<file path="config.mk">
export PLATFORM = sky130hd
export DESIGN_NAME = lookahead_incrementer
export DESIGN_NICKNAME = d
export VERILOG_FILES = /design/src/rtl/inc_pkg.sv /design/src/rtl/inc_bit_cell.sv /design/src/rtl/inc_la4.sv /design/src/rtl/inc_la_level.sv /design/src/rtl/lookahead_incrementer.sv
export SDC_FILE = /design/constraint.sdc
export NUM_CORES = 1
export LEC_CHECK = 0
export BUFFER_PORTS_ARGS = -buffer_cell sky130_fd_sc_hd__buf_2
export CORE_MARGIN = 2
export CORE_UTILIZATION = 28
export DETAILED_ROUTE_END_ITERATION = 10
export PLACE_DENSITY_LB_ADDON = 0.1
export SYNTH_ARGS = -nofsm -noshare
export SYNTH_HDL_FRONTEND = slang
export SYNTH_SLANG_ARGS = --single-unit
</file>
<file path="constraint.sdc">
create_clock -name vclk -period 2
set_input_delay 0.2 -clock vclk [all_inputs]
set_output_delay 0.2 -clock vclk [all_outputs]
set_load 0.1 [all_outputs]
</file>
<file path="src/rtl/inc_pkg.sv">
// Package: inc_pkg
// Purpose : constant functions that size the lookahead tree of the
//           incrementer from its operand width.
// Assumes : widths are positive; callers pass multiples of 4.
package inc_pkg;

    localparam int RADIX = 4;

    // Number of nodes at tree level k: ceil(n / 4^k).
    function automatic int node_count(input int n, input int k);
        int v;
        v = n;
        for (int i = 0; i < k; i++) begin
            v = (v + RADIX - 1) / RADIX;
        end
        return v;
    endfunction

    // Number of lookahead levels needed to reduce n bits to one node.
    function automatic int level_count(input int n);
        int l;
        l = 1;
        while (node_count(n, l) > 1) begin
            l++;
        end
        return l;
    endfunction

    // Bit offset of level k inside the flattened per-level vectors
    // (each level occupies 4 * units-at-that-level bits).
    function automatic int lane_offset(input int n, input int k);
        int s;
        s = 0;
        for (int m = 0; m < k; m++) begin
            s += RADIX * node_count(n, m + 1);
        end
        return s;
    endfunction

    // Offset of level k inside the flattened group-propagate vector.
    function automatic int group_offset(input int n, input int k);
        int s;
        s = 0;
        for (int m = 0; m < k; m++) begin
            s += node_count(n, m + 1);
        end
        return s;
    endfunction

endpackage

</file>
<file path="src/rtl/inc_bit_cell.sv">
// Module : inc_bit_cell
// Purpose: one sum bit of the incrementer. The second operand bit is 0,
//          so the sum is the operand bit XOR the incoming carry.
// Assumes: the carry comes from the lookahead tree, not a ripple chain.
module inc_bit_cell (
    input  logic a_bit,
    input  logic c_bit,
    output logic s_bit
);

    // Sum bit: operand XOR carry.
    always_comb begin
        s_bit = a_bit ^ c_bit;
    end

endmodule

</file>
<file path="src/rtl/inc_la4.sv">
// Module : inc_la4
// Purpose: 4-input lookahead unit specialised for generate = 0.
//          Carries are flat AND terms of the carry-in and the lower
//          propagates; the group propagate is the AND of all four.
// Assumes: no input ever generates a carry by itself.
module inc_la4 (
    input  logic [3:0] p_in,
    input  logic       c_in,
    output logic [3:0] c_vec,
    output logic       grp_p
);

    // Carry into each of the four positions, two-level AND form.
    always_comb begin
        c_vec[0] = c_in;
        c_vec[1] = c_in & p_in[0];
        c_vec[2] = c_in & p_in[0] & p_in[1];
        c_vec[3] = c_in & p_in[0] & p_in[1] & p_in[2];
    end

    // Group propagate handed to the next level up.
    always_comb begin
        grp_p = p_in[0] & p_in[1] & p_in[2] & p_in[3];
    end

endmodule

</file>
<file path="src/rtl/inc_la_level.sv">
// Module : inc_la_level
// Purpose: one level of the lookahead tree, a row of UNITS inc_la4
//          units side by side.
// Assumes: inputs beyond the real node count are already padded to 1
//          by the caller.
module inc_la_level #(
    parameter int UNITS = 1,
    localparam int LANES = 4 * UNITS
) (
    input  logic [LANES-1:0] p_lanes,
    input  logic [UNITS-1:0] c_units,
    output logic [LANES-1:0] c_lanes,
    output logic [UNITS-1:0] p_units
);

    // One lookahead unit per group of four lanes.
    for (genvar j = 0; j < UNITS; j++) begin : g_unit
        inc_la4 u_la4 (
            .p_in  (p_lanes[4*j +: 4]),
            .c_in  (c_units[j]),
            .c_vec (c_lanes[4*j +: 4]),
            .grp_p (p_units[j])
        );
    end

endmodule

</file>
<file path="src/rtl/lookahead_incrementer.sv">
// Module : lookahead_incrementer
// Purpose: adds carry_in to op_a with a multi-level carry-lookahead
//          tree built from generate-free lookahead units.
// Assumes: WIDTH is a multiple of 4. There is no clock or state, so no
//          reset is needed.
module lookahead_incrementer #(
    parameter int WIDTH = 16
) (
    input  logic [WIDTH-1:0] op_a,
    input  logic             carry_in,
    output logic [WIDTH-1:0] sum,
    output logic             carry_out
);

    import inc_pkg::*;

    localparam int LEVELS    = level_count(WIDTH);
    localparam int LANE_TOT  = lane_offset(WIDTH, LEVELS);
    localparam int GROUP_TOT = group_offset(WIDTH, LEVELS);

    // Flattened per-level propagate inputs, carries and group propagates.
    logic [LANE_TOT-1:0]  prop_all;
    logic [LANE_TOT-1:0]  carry_all;
    logic [GROUP_TOT-1:0] grp_all;
    logic                 root_prop;

    for (genvar k = 0; k < LEVELS; k++) begin : g_lvl
        localparam int UNITS  = node_count(WIDTH, k + 1);
        localparam int NODES  = node_count(WIDTH, k);
        localparam int LOFF   = lane_offset(WIDTH, k);
        localparam int GOFF   = group_offset(WIDTH, k);
        logic [UNITS-1:0] c_units;

        // Propagate inputs of this level: operand bits or lower groups.
        if (k == 0) begin : g_leaf
            assign prop_all[LOFF +: WIDTH] = op_a;
        end else begin : g_inner
            localparam int PGOFF = group_offset(WIDTH, k - 1);
            for (genvar i = 0; i < 4 * UNITS; i++) begin : g_lane
                if (i < NODES) begin : g_real
                    assign prop_all[LOFF + i] = grp_all[PGOFF + i];
                end else begin : g_pad
                    assign prop_all[LOFF + i] = 1'b1;
                end
            end
        end

        // Carries into this level's units: from the level above, or carry_in at the root.
        if (k == LEVELS - 1) begin : g_root
            assign c_units = carry_in;
        end else begin : g_from_up
            assign c_units = carry_all[lane_offset(WIDTH, k + 1) +: UNITS];
        end

        inc_la_level #(
            .UNITS (UNITS)
        ) u_level (
            .p_lanes (prop_all[LOFF +: 4 * UNITS]),
            .c_units (c_units),
            .c_lanes (carry_all[LOFF +: 4 * UNITS]),
            .p_units (grp_all[GOFF +: UNITS])
        );
    end

    // Propagate of the whole operand, taken from the root unit.
    assign root_prop = grp_all[GROUP_TOT - 1];

    // Sum bits from operand and the leaf-level carries.
    for (genvar b = 0; b < WIDTH; b++) begin : g_bit
        inc_bit_cell u_cell (
            .a_bit (op_a[b]),
            .c_bit (carry_all[b]),
            .s_bit (sum[b])
        );
    end

    // Carry-out: carry_in propagated through every operand bit.
    always_comb begin
        carry_out = carry_in & root_prop;
    end

endmodule

</file>
# Yosys cells after proc, flatten, opt, wreduce, memory -nomap -nowiden
# Cells that the tools add are included.
dict set report word_totals {
  regBits 0
  latch_bits 0
  ram_bits 0
  romBits 0
  output_inout_bits 17
  elab_cells 47
  n_memories 0
}
dict set report op_classes {
  add_sub_neg 0
  n_mul 0
  n_div 0
  n_lt_le_gt_ge 0
  n_eq_ne 0
  n_shift 0
  mux 0
  bitwise_logic 47
  n_reduce_logical 0
}
# op count
set op_table {}
lappend op_table {{$and 1x1->1} 31}
lappend op_table {{$xor 1x1->1} 16}

# Logic depth before layout (Yosys ltp)
dict set report depth {
  depth_word 10
  ltp_mapped 8
  ltp_nobuf 7
}

# Cells and area by module
# Synthesis repeated with hierarchy kept, for this count alone.
dict set report hier_totals {
  hier_cells 42
  hier_area_um2 346.6
}
# mod n_inst cells_each area_each_um2
set by_module_without_submodules {}
lappend by_module_without_submodules {inc_la4 5 5 40.0}
lappend by_module_without_submodules {inc_bit_cell 16 1 8.8}
lappend by_module_without_submodules {lookahead_incrementer 1 1 6.3}

# Worst setup path after synthesis
# Ideal clock, no wire load.
dict set report synth_path {
  kind {input to output}
  start {in carry_in}
  end {out carry_out}
  arrival_ps 2206
  path_slack_ps -406
  path_stages 3
  path_buffers 0
  cell_sequence {and3_1 > nand3_2 > nor4_2}
}
dict set report synth_via {
  elab_chain_len 1
}
# item line
set synth_lines {}
lappend synth_lines {{from (decl)} lookahead_incrementer.sv:10} ;# input logic carry_in,
lappend synth_lines {{$and 1x1->1} lookahead_incrementer.sv:79} ;# carry_out = carry_in & root_prop;
lappend synth_lines {{to (decl)} lookahead_incrementer.sv:12} ;# output logic carry_out
# Every way passes these cells.

# Final worst setup path
dict set report layout_path {
  start {in carry_in}
  end {out sum[15]}
}
dict set report layout_via {
  elab_chain_len 7
}
# item line
set layout_lines {}
lappend layout_lines {{$and 1x1->1 (6 in series)} inc_la4.sv:18} ;# c_vec[3] = c_in & p_in[0] & p_in[1] & p_in[2];
lappend layout_lines {{$xor 1x1->1} inc_bit_cell.sv:13} ;# s_bit = a_bit ^ c_bit;
lappend layout_lines {{to (decl)} lookahead_incrementer.sv:11} ;# output logic [WIDTH-1:0] sum,
# Every way passes these cells.

==> impl_metrics.env <==
export IMPL_drive_gt1_share_pct=63.9
export IMPL_final_common_cell="buf_2"
export IMPL_grt_pass1_vias=269
export IMPL_coreArea_sq_um=1250
export IMPL_cp_required_ns=1.80
export IMPL_finalHoldViolCount=0
export IMPL_vdd_drop_max_mv=0.216
export IMPL_num_vias=334
export IMPL_grt_use_total_pct=8.56
export IMPL_dieWidth_um=40.1
export IMPL_switching_share_pct=73.8
export IMPL_slowest_delay_ns=0.20
export IMPL_rows=13
export IMPL_routedWlPerCell_um=9.24
export IMPL_setup_violations_final=0
export IMPL_maxSlewViolCount=0
export IMPL_leakagePower_uw=0.000357
export IMPL_synth_avg_cell_area_sq_um=8.91
export IMPL_antenna_found_initial=0
export IMPL_tightest_slew_ns=0.486
export IMPL_setup_worst_path_start_class="input port"
export IMPL_final_nets=92
export IMPL_timing_critical_path_mode_cell="ha_1"
export IMPL_grt_ovfl_total=0
export IMPL_seq_power_share_pct=0
export IMPL_drtIter0Drc=0
export IMPL_cp_end_kind="output pin"
export IMPL_die_h_um=40.1
export IMPL_antenna_cells=0
export IMPL_crit_slowest_cell="buf_12"
export IMPL_portBuffers=34
export IMPL_clock_buffers=0
export IMPL_worstPathMaxFanout=4
export IMPL_syn_inst=41
export IMPL_ant_nets=0
export IMPL_min_path_type="in -> out"
export IMPL_synth_distinct_cells=10
export IMPL_cp_cell_sequence="buf_2 -> and3_1 -> nand3_2 -> nor3_1 -> ha_1 -> ha_1 -> ha_1 -> xor2_2 -> buf_12"
export IMPL_slew_headroom_pct=67.8
export IMPL_max_freq_mhz=542
export IMPL_intPower_uw=66.9
export IMPL_p_sw_uw=188
export IMPL_first_pass_iters=1
export IMPL_gp_congestion=0.566
export IMPL_grt_max_degree=5
export IMPL_hpwl_um=660
export IMPL_p_per_area_nw_per_um2=424
export IMPL_pre_cts_ws_ns=0.103
export IMPL_wirelength_um=702
export IMPL_clkPwrFrac_pct=0
export IMPL_outcome="finished, final reports clean"
export IMPL_layout_area_overhead_vs_synth_pct=64.4
export IMPL_period_needed_ns=1.84
export IMPL_power_total_uw=255
export IMPL_final_cell_mix="buf_2 (25), ha_1 (12), buf_12 (9)"
export IMPL_combPwrFrac_pct=100.0
export IMPL_yosysSeqAreaShare_pct=0
export IMPL_critPathKind="in -> out"
export IMPL_regArea_sq_um=0
export IMPL_yosys_warnings=0
export IMPL_crit_buf_inv=2
export IMPL_syn_num_nets=70
export IMPL_layout_setup_ws_ns=0.156
export IMPL_grt_pass1_wl_mm=1.01
export IMPL_seq_cell_count=0
export IMPL_critical_path_top_delay_family="adder cells"
export IMPL_crit_arrival_ns=1.64
export IMPL_ioPinCount=34
export IMPL_die_area_sq_um=1610
export IMPL_initial_utilization_pct=29.2
export IMPL_vias_per_cell=4.39
export IMPL_drcViolationCount=0
export IMPL_maxCapViolCount=0
export IMPL_syn_area_sq_um=365
export IMPL_fin_crit_sh_pct=92.2
[worst paths after layout]
| kind | start | endpoint | slack, ns | cells after the start |
|---|---|---|---|---|
| worst max-delay path | carry_in | sum[15] | 0.16 | 9 |
| worst min-delay path | op_a[7] | sum[7] | 0.76 | 3 |
[final cells by class]
class	count	area, sq um
fill	129	652
timing repair buffer	36	320
multi-input combinational	24	258
tap	15	18.8
inverter	1	3.75
[cell usage after synthesis, drive strengths merged]
cell type | instances | area (sq um)
xor2 | 4 | 35.0
nor3 | 1 | 5.00
nor2 | 1 | 3.75
nand3 | 1 | 10.0
inv | 1 | 3.75
nand4 | 3 | 18.8
ha | 12 | 150
nor4 | 1 | 12.5
buf | 16 | 120
and3 | 1 | 6.26
[power groups by stage]
| stage | Clock [uW] | Sequential, uW | Combinational, uW |
|---|---|---|---|
| detailed placement | 0 | 0 | 255 |
| global route | 0 | 0 | 263 |
| CTS | 0 | 0 | 256 |
| floorplan | 0 | 0 | 203 |
| global placement | 0 | 0 | 256 |
| finish | 0 | 0 | 255 |
[logic make-up (layout without fill, tap and decap cells)]
family                   count (synthesis)  after routing  share of synthesized area (%)
AND/OR/NAND/NOR                          8              8                           15.4
buffers and inverters                   17             37                           33.9
adder cells (fa/ha/maj)                 12             12                           41.1
XOR/XNOR                                 4              4                           9.59
[stage by stage]
| stage | instance area, sq um | TNS, ns | std cells | util, % | hold WS [ns] |
|---|---|---|---|---|---|
| 6_report | 601 | 0 | 76 | 48.0 | 0.755 |
| 5_1_grt | 601 | -0.00370 | 76 | 48.0 | 0.769 |
| 4_1_cts | 593 | 0 | 76 | 47.4 | 0.753 |
| 3_5_place_dp | 593 | 0 | 76 | 47.4 | 0.753 |
| 3_3_place_gp | 593 | 0 | 76 | 47.4 | 0.750 |
| 2_1_floorplan | 374 | 0 | 41 | - | 0.629 |
[timing repair]
action	4_1_cts	5_1_grt
gates resized for setup	0	1
hold buffers	0	0
setup buffers	0	0
endpoints found under the setup margin	0	1
endpoints found under the hold margin	0	0
[metal layers]
metal | vias up | track usage (%) | part of all wire, %
met1 | 147 | 10.4 | 39
met4 | 0 | 0 | 0
met2 | 19 | 17.3 | 47
met3 | 0 | 0 | 14
li1 | 168 | - | -
met5 | - | 0 | 0
(Power assumes the default switching activity.)
